$ cat src/rtl/codec_bu_pkg.sv
`timescale 1ns/1ps
package codec_bu_pkg;

  localparam int NUM_DIRECT = 7;
  localparam int NUM_EXT    = 6;
  localparam int NUM_WRITES = NUM_DIRECT + NUM_EXT;
  localparam int IDXW       = $clog2(NUM_WRITES);

  typedef struct packed {
    logic       two;
    logic [7:0] addr;
    logic [7:0] d0;
    logic [7:0] d1;
  } l3_wr_t;

  typedef enum logic [2:0] {
    ST_IDLE,
    ST_PWR,
    ST_WAKE,
    ST_WAIT,
    ST_RSTP,
    ST_DONE
  } seq_st_e;

endpackage

$ cat src/rtl/cbs_wait_timer.sv
`timescale 1ns/1ps
module cbs_wait_timer #(
  parameter int CW = 8
) (
  input  logic          clk,
  input  logic          rst_n,
  input  logic          load,
  input  logic [CW-1:0] load_val,
  output logic          expired
);

  logic [CW-1:0] cnt;

  always_ff @(posedge clk) begin
    if (!rst_n)            cnt <= '0;
    else if (load)         cnt <= load_val;
    else if (cnt != '0)    cnt <= cnt - 1'b1;
  end

  assign expired = (cnt == '0);

  AST_TMR_REST: assert property (@(posedge clk) disable iff (!rst_n)
    (!load && expired) |=> expired);

endmodule

$ cat src/rtl/cbs_write_table.sv
`timescale 1ns/1ps
module cbs_write_table
  import codec_bu_pkg::*;
#(
  parameter logic [7:0] ADDR_STATUS   = 8'h16,
  parameter logic [7:0] ADDR_DATA     = 8'h14,
  parameter logic [7:0] ST0_CFG       = 8'h22,
  parameter logic [7:0] ST0_RST_BIT   = 8'h40,
  parameter logic [7:0] ST1_BYTE      = 8'hE0,
  parameter logic [5:0] VOL_CODE      = 6'd10,
  parameter logic [7:0] DATA1_BYTE    = 8'h40,
  parameter logic [7:0] DATA2_BYTE    = 8'hA0,
  parameter logic [7:0] EXT_ADDR_BASE = 8'hC0,
  parameter logic [7:0] EXT_DATA_BASE = 8'hE0,
  parameter logic [NUM_EXT*5-1:0] EXT_VALS = {5'd0, 5'd0, 5'd0, 5'd30, 5'd4, 5'd4}
) (
  input  logic [IDXW-1:0] idx,
  output l3_wr_t          wr
);

  l3_wr_t ext_tab [NUM_EXT];

  for (genvar g = 0; g < NUM_EXT; g++) begin : g_ext
    assign ext_tab[g].two  = 1'b1;
    assign ext_tab[g].addr = ADDR_DATA;
    assign ext_tab[g].d0   = EXT_ADDR_BASE | 8'(g);
    assign ext_tab[g].d1   = EXT_DATA_BASE | {3'b000, EXT_VALS[g*5 +: 5]};
  end

  logic [IDXW-1:0] ext_off;
  logic [2:0]      ext_sel;

  always_comb begin
    ext_off = idx - IDXW'(NUM_DIRECT);
    ext_sel = ext_off[2:0];
    wr      = '0;
    case (idx)
      IDXW'(0): wr = '{two: 1'b0, addr: ADDR_STATUS, d0: ST0_CFG | ST0_RST_BIT, d1: 8'h00};
      IDXW'(1),
      IDXW'(2): wr = '{two: 1'b0, addr: ADDR_STATUS, d0: ST0_CFG, d1: 8'h00};
      IDXW'(3): wr = '{two: 1'b0, addr: ADDR_STATUS, d0: ST1_BYTE, d1: 8'h00};
      IDXW'(4): wr = '{two: 1'b0, addr: ADDR_DATA, d0: {2'b00, VOL_CODE}, d1: 8'h00};
      IDXW'(5): wr = '{two: 1'b0, addr: ADDR_DATA, d0: DATA1_BYTE, d1: 8'h00};
      IDXW'(6): wr = '{two: 1'b0, addr: ADDR_DATA, d0: DATA2_BYTE, d1: 8'h00};
      default: begin
        if (idx < IDXW'(NUM_WRITES)) wr = ext_tab[ext_sel];
      end
    endcase
  end

endmodule

$ cat src/rtl/cbs_l3_port.sv
`timescale 1ns/1ps
module cbs_l3_port
  import codec_bu_pkg::*;
(
  input  logic   clk,
  input  logic   rst_n,
  input  logic   issue,
  input  l3_wr_t desc_i,
  input  logic   l3_ready,
  input  logic   l3_done,
  output logic   l3_valid,
  output l3_wr_t req_o,
  output logic   complete
);

  logic pending;

  assign complete = pending && l3_done;

  always_ff @(posedge clk) begin
    if (!rst_n) begin
      l3_valid <= 1'b0;
      pending  <= 1'b0;
      req_o    <= '0;
    end else begin
      if (issue) begin
        l3_valid <= 1'b1;
        req_o    <= desc_i;
      end else if (l3_valid && l3_ready) begin
        l3_valid <= 1'b0;
        pending  <= 1'b1;
      end
      if (complete) pending <= 1'b0;
    end
  end

  AST_REQ_HELD: assert property (@(posedge clk) disable iff (!rst_n)
    (l3_valid && !l3_ready) |=> (l3_valid && $stable(req_o)));

  AST_DROP_AFTER_ACCEPT: assert property (@(posedge clk) disable iff (!rst_n)
    (l3_valid && l3_ready) |=> !l3_valid);

  AST_ONE_OUTSTANDING: assert property (@(posedge clk) disable iff (!rst_n)
    issue |-> (!l3_valid && (!pending || l3_done)));

endmodule

$ cat src/rtl/codec_bringup_seq.sv
`timescale 1ns/1ps
module codec_bringup_seq
  import codec_bu_pkg::*;
#(
  parameter int PWR_WAIT_CYC  = 10_000_000,
  parameter int WAKE_WAIT_CYC = 10_000_000,
  parameter int RST_PULSE_CYC = 100
) (
  input  logic       clk,
  input  logic       rst_n,
  input  logic       start,
  output logic       pwr_on,
  output logic       aud_en,
  output logic       mute_o,
  output logic       codec_rst_n,
  output logic       clk_sel0,
  output logic       clk_sel1,
  output logic       l3_valid,
  input  logic       l3_ready,
  output logic [7:0] l3_addr,
  output logic [7:0] l3_data0,
  output logic [7:0] l3_data1,
  output logic       l3_two,
  input  logic       l3_done,
  output logic       cfg_ready
);

  localparam int MAXW = (PWR_WAIT_CYC > WAKE_WAIT_CYC)
                      ? ((PWR_WAIT_CYC > RST_PULSE_CYC) ? PWR_WAIT_CYC : RST_PULSE_CYC)
                      : ((WAKE_WAIT_CYC > RST_PULSE_CYC) ? WAKE_WAIT_CYC : RST_PULSE_CYC);
  localparam int CW = $clog2(MAXW + 1);
  localparam logic [IDXW-1:0] LAST_IDX = IDXW'(NUM_WRITES - 1);

  seq_st_e         state, nstate;
  logic [IDXW-1:0] idx, nidx;
  logic            issue, t_load, t_exp, complete;
  logic [CW-1:0]   t_val;
  l3_wr_t          desc, req;

  cbs_wait_timer #(.CW(CW)) u_timer (
    .clk      (clk),
    .rst_n    (rst_n),
    .load     (t_load),
    .load_val (t_val),
    .expired  (t_exp)
  );

  cbs_write_table u_table (
    .idx (nidx),
    .wr  (desc)
  );

  cbs_l3_port u_port (
    .clk      (clk),
    .rst_n    (rst_n),
    .issue    (issue),
    .desc_i   (desc),
    .l3_ready (l3_ready),
    .l3_done  (l3_done),
    .l3_valid (l3_valid),
    .req_o    (req),
    .complete (complete)
  );

  always_comb begin
    nstate = state;
    nidx   = idx;
    issue  = 1'b0;
    t_load = 1'b0;
    t_val  = '0;
    case (state)
      ST_IDLE: if (start) begin
        nstate = ST_PWR;
        t_load = 1'b1;
        t_val  = CW'(PWR_WAIT_CYC - 1);
      end
      ST_PWR: if (t_exp) begin
        nstate = ST_WAKE;
        t_load = 1'b1;
        t_val  = CW'(WAKE_WAIT_CYC - 1);
      end
      ST_WAKE: if (t_exp) begin
        nidx   = '0;
        issue  = 1'b1;
        nstate = ST_WAIT;
      end
      ST_WAIT: if (complete) begin
        if (idx == '0) begin
          nstate = ST_RSTP;
          t_load = 1'b1;
          t_val  = CW'(RST_PULSE_CYC - 1);
        end else if (idx == LAST_IDX) begin
          nstate = ST_DONE;
        end else begin
          nidx  = idx + 1'b1;
          issue = 1'b1;
        end
      end
      ST_RSTP: if (t_exp) begin
        nidx   = idx + 1'b1;
        issue  = 1'b1;
        nstate = ST_WAIT;
      end
      default: ;
    endcase
  end

  always_ff @(posedge clk) begin
    if (!rst_n) begin
      state <= ST_IDLE;
      idx   <= '0;
    end else begin
      state <= nstate;
      idx   <= nidx;
    end
  end

  assign pwr_on      = (state != ST_IDLE);
  assign aud_en      = (state != ST_IDLE);
  assign mute_o      = (state == ST_IDLE);
  assign clk_sel0    = (state != ST_IDLE);
  assign clk_sel1    = 1'b0;
  assign codec_rst_n = !(state inside {ST_IDLE, ST_PWR, ST_RSTP});
  assign cfg_ready   = (state == ST_DONE);

  assign l3_addr  = req.addr;
  assign l3_data0 = req.d0;
  assign l3_data1 = req.d1;
  assign l3_two   = req.two;

  AST_NO_EARLY_BUS: assert property (@(posedge clk) disable iff (!rst_n)
    l3_valid |-> (codec_rst_n && pwr_on));

  AST_PWR_HOLD: assert property (@(posedge clk) disable iff (!rst_n)
    pwr_on |=> (pwr_on && aud_en && !mute_o && clk_sel0));

  AST_READY_STICKY: assert property (@(posedge clk) disable iff (!rst_n)
    cfg_ready |=> cfg_ready);

  AST_READY_QUIET: assert property (@(posedge clk) disable iff (!rst_n)
    cfg_ready |-> !l3_valid);

  AST_IDLE_QUIET: assert property (@(posedge clk) disable iff (!rst_n)
    !pwr_on |-> (!l3_valid && !codec_rst_n && mute_o));

endmodule

$ cat config.mk
export PLATFORM = sky130hd
export DESIGN_NAME = codec_bringup_seq
export DESIGN_NICKNAME = d
export VERILOG_FILES = /design/src/rtl/codec_bu_pkg.sv /design/src/rtl/cbs_wait_timer.sv /design/src/rtl/cbs_write_table.sv /design/src/rtl/cbs_l3_port.sv /design/src/rtl/codec_bringup_seq.sv
export SDC_FILE = /design/constraint.sdc
export NUM_CORES = 1
export LEC_CHECK = 0
export BUFFER_PORTS_ARGS = -buffer_cell sky130_fd_sc_hd__buf_4
export CAP_MARGIN = 20
export CORE_MARGIN = 4
export CORE_UTILIZATION = 39
export CTS_BUF_LIST = sky130_fd_sc_hd__clkbuf_4
export DETAILED_ROUTE_END_ITERATION = 8
export SYNTH_ARGS = -nofsm -noshare
export SYNTH_HDL_FRONTEND = slang
export SYNTH_SLANG_ARGS = --single-unit
$ cat constraint.sdc
create_clock -name clk -period 4.15 [get_ports clk]
set_clock_uncertainty 0.1 [all_clocks]
set_input_delay 0.83 -clock clk [delete_from_list [all_inputs] [get_ports clk]]
set_output_delay 0.83 -clock clk [all_outputs]
set_load 0.02 [all_outputs]
==> flow_metrics.tcl, run 1 <==
set metrics [dict create \
    coreArea_um2 7214 \
    cp-end-kind "flip-flop" \
    post_drt_wl_per_cell_um 14.43 \
    rsz0062_at_grt "no" \
    slew_headroom_pct 58.89 \
    clock_path_buffers 2 \
    wl_met1_um 3400 \
    path_cells "or4_4 -> nor3_1 -> nand4_1 -> ha_1 -> o22ai_1 -> a221o_2 -> inv_1 -> ha_1 -> or3_1 -> and2_1 -> o41ai_2 -> a32o_1" \
    avgSynthCellArea_um2 8.511 \
    grt_pass1_wl_um 10810 \
    numCtsBuffers 5 \
    critPathKind "flip-flop to flip-flop" \
    stdcell_count 460 \
    final_core_util_pct 44.09 \
    max_stage_delay_ps 580 \
    holdPathEnd "u_port.req_o[14]" \
    cts_tree "yes" \
    post-dp-hpwl_um 4826 \
    p_seq_share_pct 50.6 \
    synth_cell_types 70 \
    dp.cells 452 \
    r2r_end "u_port.req_o[2]" \
    worstMarginPinSlew_ps 609.0 \
    synth_top_cell_by_area "dfxtp_1" \
    worstHoldStart "u_port.req_o[14]" \
    num-nets-final 375 \
    post-cts-setup-buffer-count 0 \
    first_pass_iters 4 \
    synth.top_cell.area_share_pct 31.22 \
    final_max_slew_viol_count 0 \
    critPathMaxFanout 6 \
    antennaDiodeCount 0 \
    ios 38 \
    finalSetupViolCount 0 \
    grt_overflow 0 \
    p_sw_share_pct 30.74 \
    min_path_cells 2 \
    drc_errors 0 \
    grt_util_all_layers_pct 15.10 \
    grt_pass1_vias 2190 \
    critPathArrivalTime_ps 4060 \
    min_period_over_period_pct 92.26 \
    start_util_pct 39.99 \
    portBuffers 29 \
    synth.top_cells.by_area "dfxtp_1 (31%), buf_4 (4.4%), ha_1 (4.3%), nor2_1 (4.2%), xor2_1 (3.3%)" \
    top_layer "met4" \
    powerDensity_nw_per_um2 300.4 \
    root_buffer "clkbuf_4" \
    clock_sinks 45 \
    r2r_start "u_timer.cnt[19]" \
    first_iter_violations 92 \
    synthesis.area_um2 2885 \
    internal_power_uw 661.6 \
    synth-edff-count 0 \
    wl_met2_um 2946 \
    fmax_ghz 0.2612 \
    wl_um 6638 \
    power.share.clock_pct 30.3 \
    wl_met3_um 235 \
    r2r_cells 12 \
    required_ps 4380 \
    status "finished, final reports clean" \
    hold_path_class "flip-flop to flip-flop" \
    vias 2415 \
    die_w_um 94.01 \
    antenna_found_initial 0 \
    clk_latency_ps 370 \
    drtAntennaViolNets 0 \
    die_y_um 94.01 \
    synth-seq-area-share_pct 31.22 \
    layout_min_cycle_time_ps 3829 \
    start_kind "flip-flop" \
    async_flop_share_pct 0 \
    htreeDepth 2 \
    synthCells 339 \
    tns_ps 0 \
    gp_congestion 0.8250 \
    grt_max_degree 39 \
    cap_violations 0 \
    power_frac_comb_pct 19.1 \
    vias_per_cell 5.250 \
    power_leakage_uw 0.001271 \
    dieArea_um2 8838 \
    critPathSlowestCell "or4_4" \
    peakVddDrop_uv 121.2 \
    yosysWarnings 0 \
    holdWs_ps 367.7 \
    area_growth_pct 10.23 \
    switchingPower_uw 293.7 \
    hold_viol 0 \
    n_fill_cell 763 \
    synth_seq_cells 45 \
    rrSetupSlack_ps 320 \
    cp_common_cell "ha_1" \
    num_rows 31 \
    path_clk_slew_ps 160 \
    drive_gt1_share_pct 19.67 \
    synth_top_flop_cell "dfxtp_1" \
]
-- placed cells by master (no fill, tap or decap), drive strengths merged, types with 13 or more instances in the layout --
| cell | instances |
|---|---|
| buf | 36 |
| nand2 | 23 |
| inv | 13 |
| nor2 | 34 |
| nor3 | 16 |
| a21oi | 17 |
| dfxtp | 45 |
-- registers in the layout (all words and copies together) (netlist names) --
signal	flops
state	3
idx	4
u_port.req_o	12
u_timer.cnt	24
u_port.l3_valid	1
u_port.pending	1
-- kinds of logic after synthesis --
kind of cell             count (synthesis)  share of synthesized area [%]
flip-flops                              45                          31.22
other                                    1                         0.1300
AO/OA/AOI/OAI                           79                          21.08
adder cells (fa/ha/maj)                 10                          4.337
buffers and inverters                   42                          8.933
XOR/XNOR                                20                          6.071
multiplexers                             3                          1.041
AND/OR/NAND/NOR                        139                          27.19
-- worst max-delay path: cells and delay by family, from the launching register on --
| family | cells | cell delay (ps) |
|---|---|---|
| and+or+nand+nor | 5 | 1670 |
| adders and majority gates | 2 | 580 |
| AOI/OAI and AO/OA | 4 | 980 |
| DFF | 1 | 380 |
| buffers and inverters | 1 | 100 |
-- power by group through the flow --
stage          registers, uW  clock network (uW)  logic (uW)
2_1_floorplan            484                   0         158
3_3_place_gp             491                   0         180
3_5_place_dp             493                   0         182
4_1_cts                  483                 295         183
5_1_grt                  488                 310         203
6_report                 484                 290         182
-- final cells by class --
cell class | instances | area, um^2 | share of cell area, %
multi-input cells | 259 | 1754 | 55.15
flip-flops and latches | 45 | 900.9 | 28.32
repair buffers | 36 | 270.3 | 8.497
well taps | 99 | 123.9 | 3.895
inverters | 13 | 48.80 | 1.534
clock inverters | 3 | 45.04 | 1.416
clock buffers | 5 | 37.54 | 1.180
-- per-stage QoR --
step / total power, uW / instance area [um^2] / setup WS, ps
2_1_floorplan: 642.5 / 2912 / 632.7
3_3_place_gp: 671.6 / 3097 / 390.6
3_5_place_dp: 674.8 / 3097 / 283.7
4_1_cts: 961.8 / 3179 / 251.4
5_1_grt: 1001 / 3181 / 97.36
6_report: 955.4 / 3181 / 321.3
-- layer usage --
| layer | vias to the layer above | global-route usage, % |
|---|---|---|
| met5 | - | 0 |
| met4 | 0 | 3.610 |
| met3 | 5 | 2.083 |
| met2 | 46 | 22.71 |
| met1 | 1134 | 22.60 |
| li1 | 1230 | - |
-- worst max-delay path by stage --
stage | start | endpoint | slack, ps | depth (start not counted)
after floorplan | u_timer.cnt[0] | u_port.req_o[2] | 630 | 13
final | u_timer.cnt[19] | u_port.req_o[2] | 320 | 12
after global routing | u_timer.cnt[19] | u_port.req_o[9] | 100 | 12
after CTS | u_timer.cnt[19] | u_port.req_o[2] | 250 | 12
after global placement | u_timer.cnt[19] | u_port.req_o[2] | 390 | 12
after detailed placement | u_timer.cnt[19] | u_port.req_o[9] | 280 | 12
-- synth_stat cells, types with 2 or more instances --
master and number:
clkbuf_1 7, o21ai_0 10, buf_4 17, or3_1 5
a21oi_1 16, nand2b_1 4, and3_1 2, and3b_1 2
nand3b_1 2, xor2_1 11, o31a_1 4, o22ai_1 3
dfxtp_1 45, a21boi_0 5, nand4_1 6, a21boi_1 2
a32o_1 3, a21o_1 2, inv_1 12, nand4b_1 2
mux2i_1 3, or2_2 3, nor3_1 15, o21a_1 11
a211oi_1 2, a31o_2 4, nand3_1 11, nor4_1 3
nor2b_1 7, or4_4 2, nor2_1 32, buf_6 2
or4b_2 2, ha_1 10, nand2_1 22, o311ai_0 2
clkbuf_8 2, xnor2_1 9, and2_1 6
-- timing repair --
| action | 4_1_cts | 5_1_grt |
|---|---|---|
| setup endpoints to repair | 0 | 3 |
| resized for setup | 0 | 1 |
| hold buffers | 0 | 0 |
(Power assumes the default switching activity.)
==> run 2: changes to the inputs <==
- clock period: 4.15 -> 4.5 ns (I/O delays scaled with it)
==> run 2 against run 1 <==
  * Clock power fell by 32%
  * Routed wire length down 1.7%
  * Worst hold slack better by 7.7 ps
  * Non-clock buffer count down 4
  * Register-to-register slack better by 260 ps
  * Critical path depth unchanged
  * Final area shrank 1.9%
  * Total power shrank 15%
  * Maximum frequency fell by 2.4%
==> flow_metrics.tcl, run 2 (same netlist as run 1, synthesis figures left out) <==
set metrics [dict create \
    grt_util_all_layers_pct 15.34 \
    num_rows 31 \
    clk_latency_ps 360 \
    hold_viol 0 \
    switchingPower_uw 261.9 \
    hold_path_class "flip-flop to flip-flop" \
    antenna_found_initial 0 \
    die_w_um 94.01 \
    post_drt_wl_per_cell_um 14.31 \
    vias_per_cell 5.322 \
    peakVddDrop_uv 104.9 \
    power.total_uw 810.0 \
    cp-end-kind "flip-flop" \
    layout_commonest_cell "dfxtp_1" \
    die_y_um 94.01 \
    grt_max_degree 39 \
    reg_top3 "u_timer.cnt (24), u_port.req_o (12), idx (4)" \
    layout_common_cells "dfxtp_1 (45), nor2_1 (32), buf_4 (32), nand2_1 (22), a21oi_1 (16)" \
    dieArea_um2 8838 \
    p_seq_share_pct 55.0 \
    powerDensity_nw_per_um2 259.6 \
    portBuffers 29 \
    rrSetupSlack_ps 580 \
    start_kind "flip-flop" \
    finalSetupViolCount 0 \
    p_sw_share_pct 32.33 \
    hold_buffers 0 \
    preCtsSetupSlack_ps 661.8 \
    htreeDepth 2 \
    clock_path_buffers 2 \
    grt_pass1_wl_um 11110 \
    min_period_over_period_pct 87.16 \
    root_buffer "clkbuf_4" \
    critPathKind "flip-flop to flip-flop" \
    gp_congestion 0.8562 \
    cap_violations 0 \
    path_clk_slew_ps 140 \
    min_path_cells 2 \
    drtAntennaViolNets 0 \
    tns_ps 0 \
    area_growth_pct 8.153 \
    critPathMaxFanout 6 \
    coreArea_um2 7214 \
    wl_um 6524 \
    final_core_util_pct 43.25 \
    drive_gt1_share_pct 18.21 \
    post-cts-setup-buffer-count 0 \
    first_pass_iters 4 \
    grt_overflow 0 \
    power.share.clock_pct 24.4 \
    largest_reg_flops 24 \
    r2r_cells 12 \
    final_max_slew_viol_count 0 \
    vias 2427 \
    worstMarginPinSlew_ps 644.9 \
    power_leakage_uw 0.001236 \
    num-nets-final 371 \
    grt_pass1_vias 2269 \
    clock_sinks 45 \
    fmax_ghz 0.2550 \
    required_ps 4720 \
    slew_headroom_pct 56.46 \
    rsz0062_at_grt "no" \
    n_fill_cell 736 \
    antennaDiodeCount 0 \
    status "finished, final reports clean" \
    ios 38 \
    r2r_start "u_timer.cnt[19]" \
    cts_tree "yes" \
    worstHoldStart "u_port.req_o[14]" \
    regArea_um2 900.9 \
    multiInputGateArea_um2 1753 \
    power_frac_comb_pct 20.5 \
    start_util_pct 39.99 \
    largest_register "u_timer.cnt" \
    first_iter_violations 126 \
    layout_min_cycle_time_ps 3922 \
    numCtsBuffers 5 \
    cts.repair.resized 0 \
    post-dp-hpwl_um 4640 \
    fin_ws_ps 578.0 \
    critPathArrivalTime_ps 4140 \
    holdPathEnd "u_port.req_o[14]" \
    r2r_end "u_port.req_o[2]" \
    internal_power_uw 548.1 \
    drc_errors 0 \
]
[run 2: power groups by stage]
stage                     Combinational [uW]  Sequential (uW)  Clock [uW]
after detailed placement                 165              454           0
after floorplan                          146              447           0
after global routing                     183              450         229
final                                    166              446         198
after CTS                                166              445         209
after global placement                   164              454           0
[run 2: stage by stage]
step                      hold WS [ps]  area [um^2]  instances
after CTS                        380.3         3120        456
final                            375.4         3120        456
after detailed placement         353.6         3067        448
after global routing             406.7         3120        456
after global placement           347.4         3067        448
after floorplan                  380.1         2912        346
[run 2: worst max path at each step]
| stage | start | end | slack [ps] |
|---|---|---|---|
| after floorplan | u_timer.cnt[0] | u_port.req_o[2] | 980 |
| after global placement | l3_done | u_port.req_o[2] | 730 |
| after detailed placement | u_timer.cnt[19] | u_port.req_o[4] | 660 |
| after CTS | u_timer.cnt[19] | u_port.req_o[2] | 620 |
| after global routing | u_timer.cnt[0] | u_port.req_o[4] | 280 |
| final | u_timer.cnt[19] | u_port.req_o[2] | 580 |
[run 2: final cells by class]
class                           count  share of cell area [%]
Timing Repair Buffer               32                   7.698
Clock buffer                        5                   1.203
Tap cell                           99                   3.970
Inverter                           13                   1.564
Multi-Input combinational cell    259                   56.17
Sequential cell                    45                   28.87
Clock inverter                      3                  0.5213
[run 2: worst max-delay path: stages, from the launching register on]
cell,delay (ps)
dfxtp_1,380
or4_4,580
nor3_1,260
nand4_1,140
ha_1,300
o22ai_1,120
a221o_1,300
inv_1,120
ha_1,290
or3_1,480
and2_1,220
o41ai_2,410
a32o_1,170
[run 2: routing by layer]
metal | global-route usage, % | routed length, um
met1 | 22.02 | 3265
met2 | 23.71 | 2958
met3 | 2.484 | 254
met4 | 4.091 | 46
met5 | 0 | 0
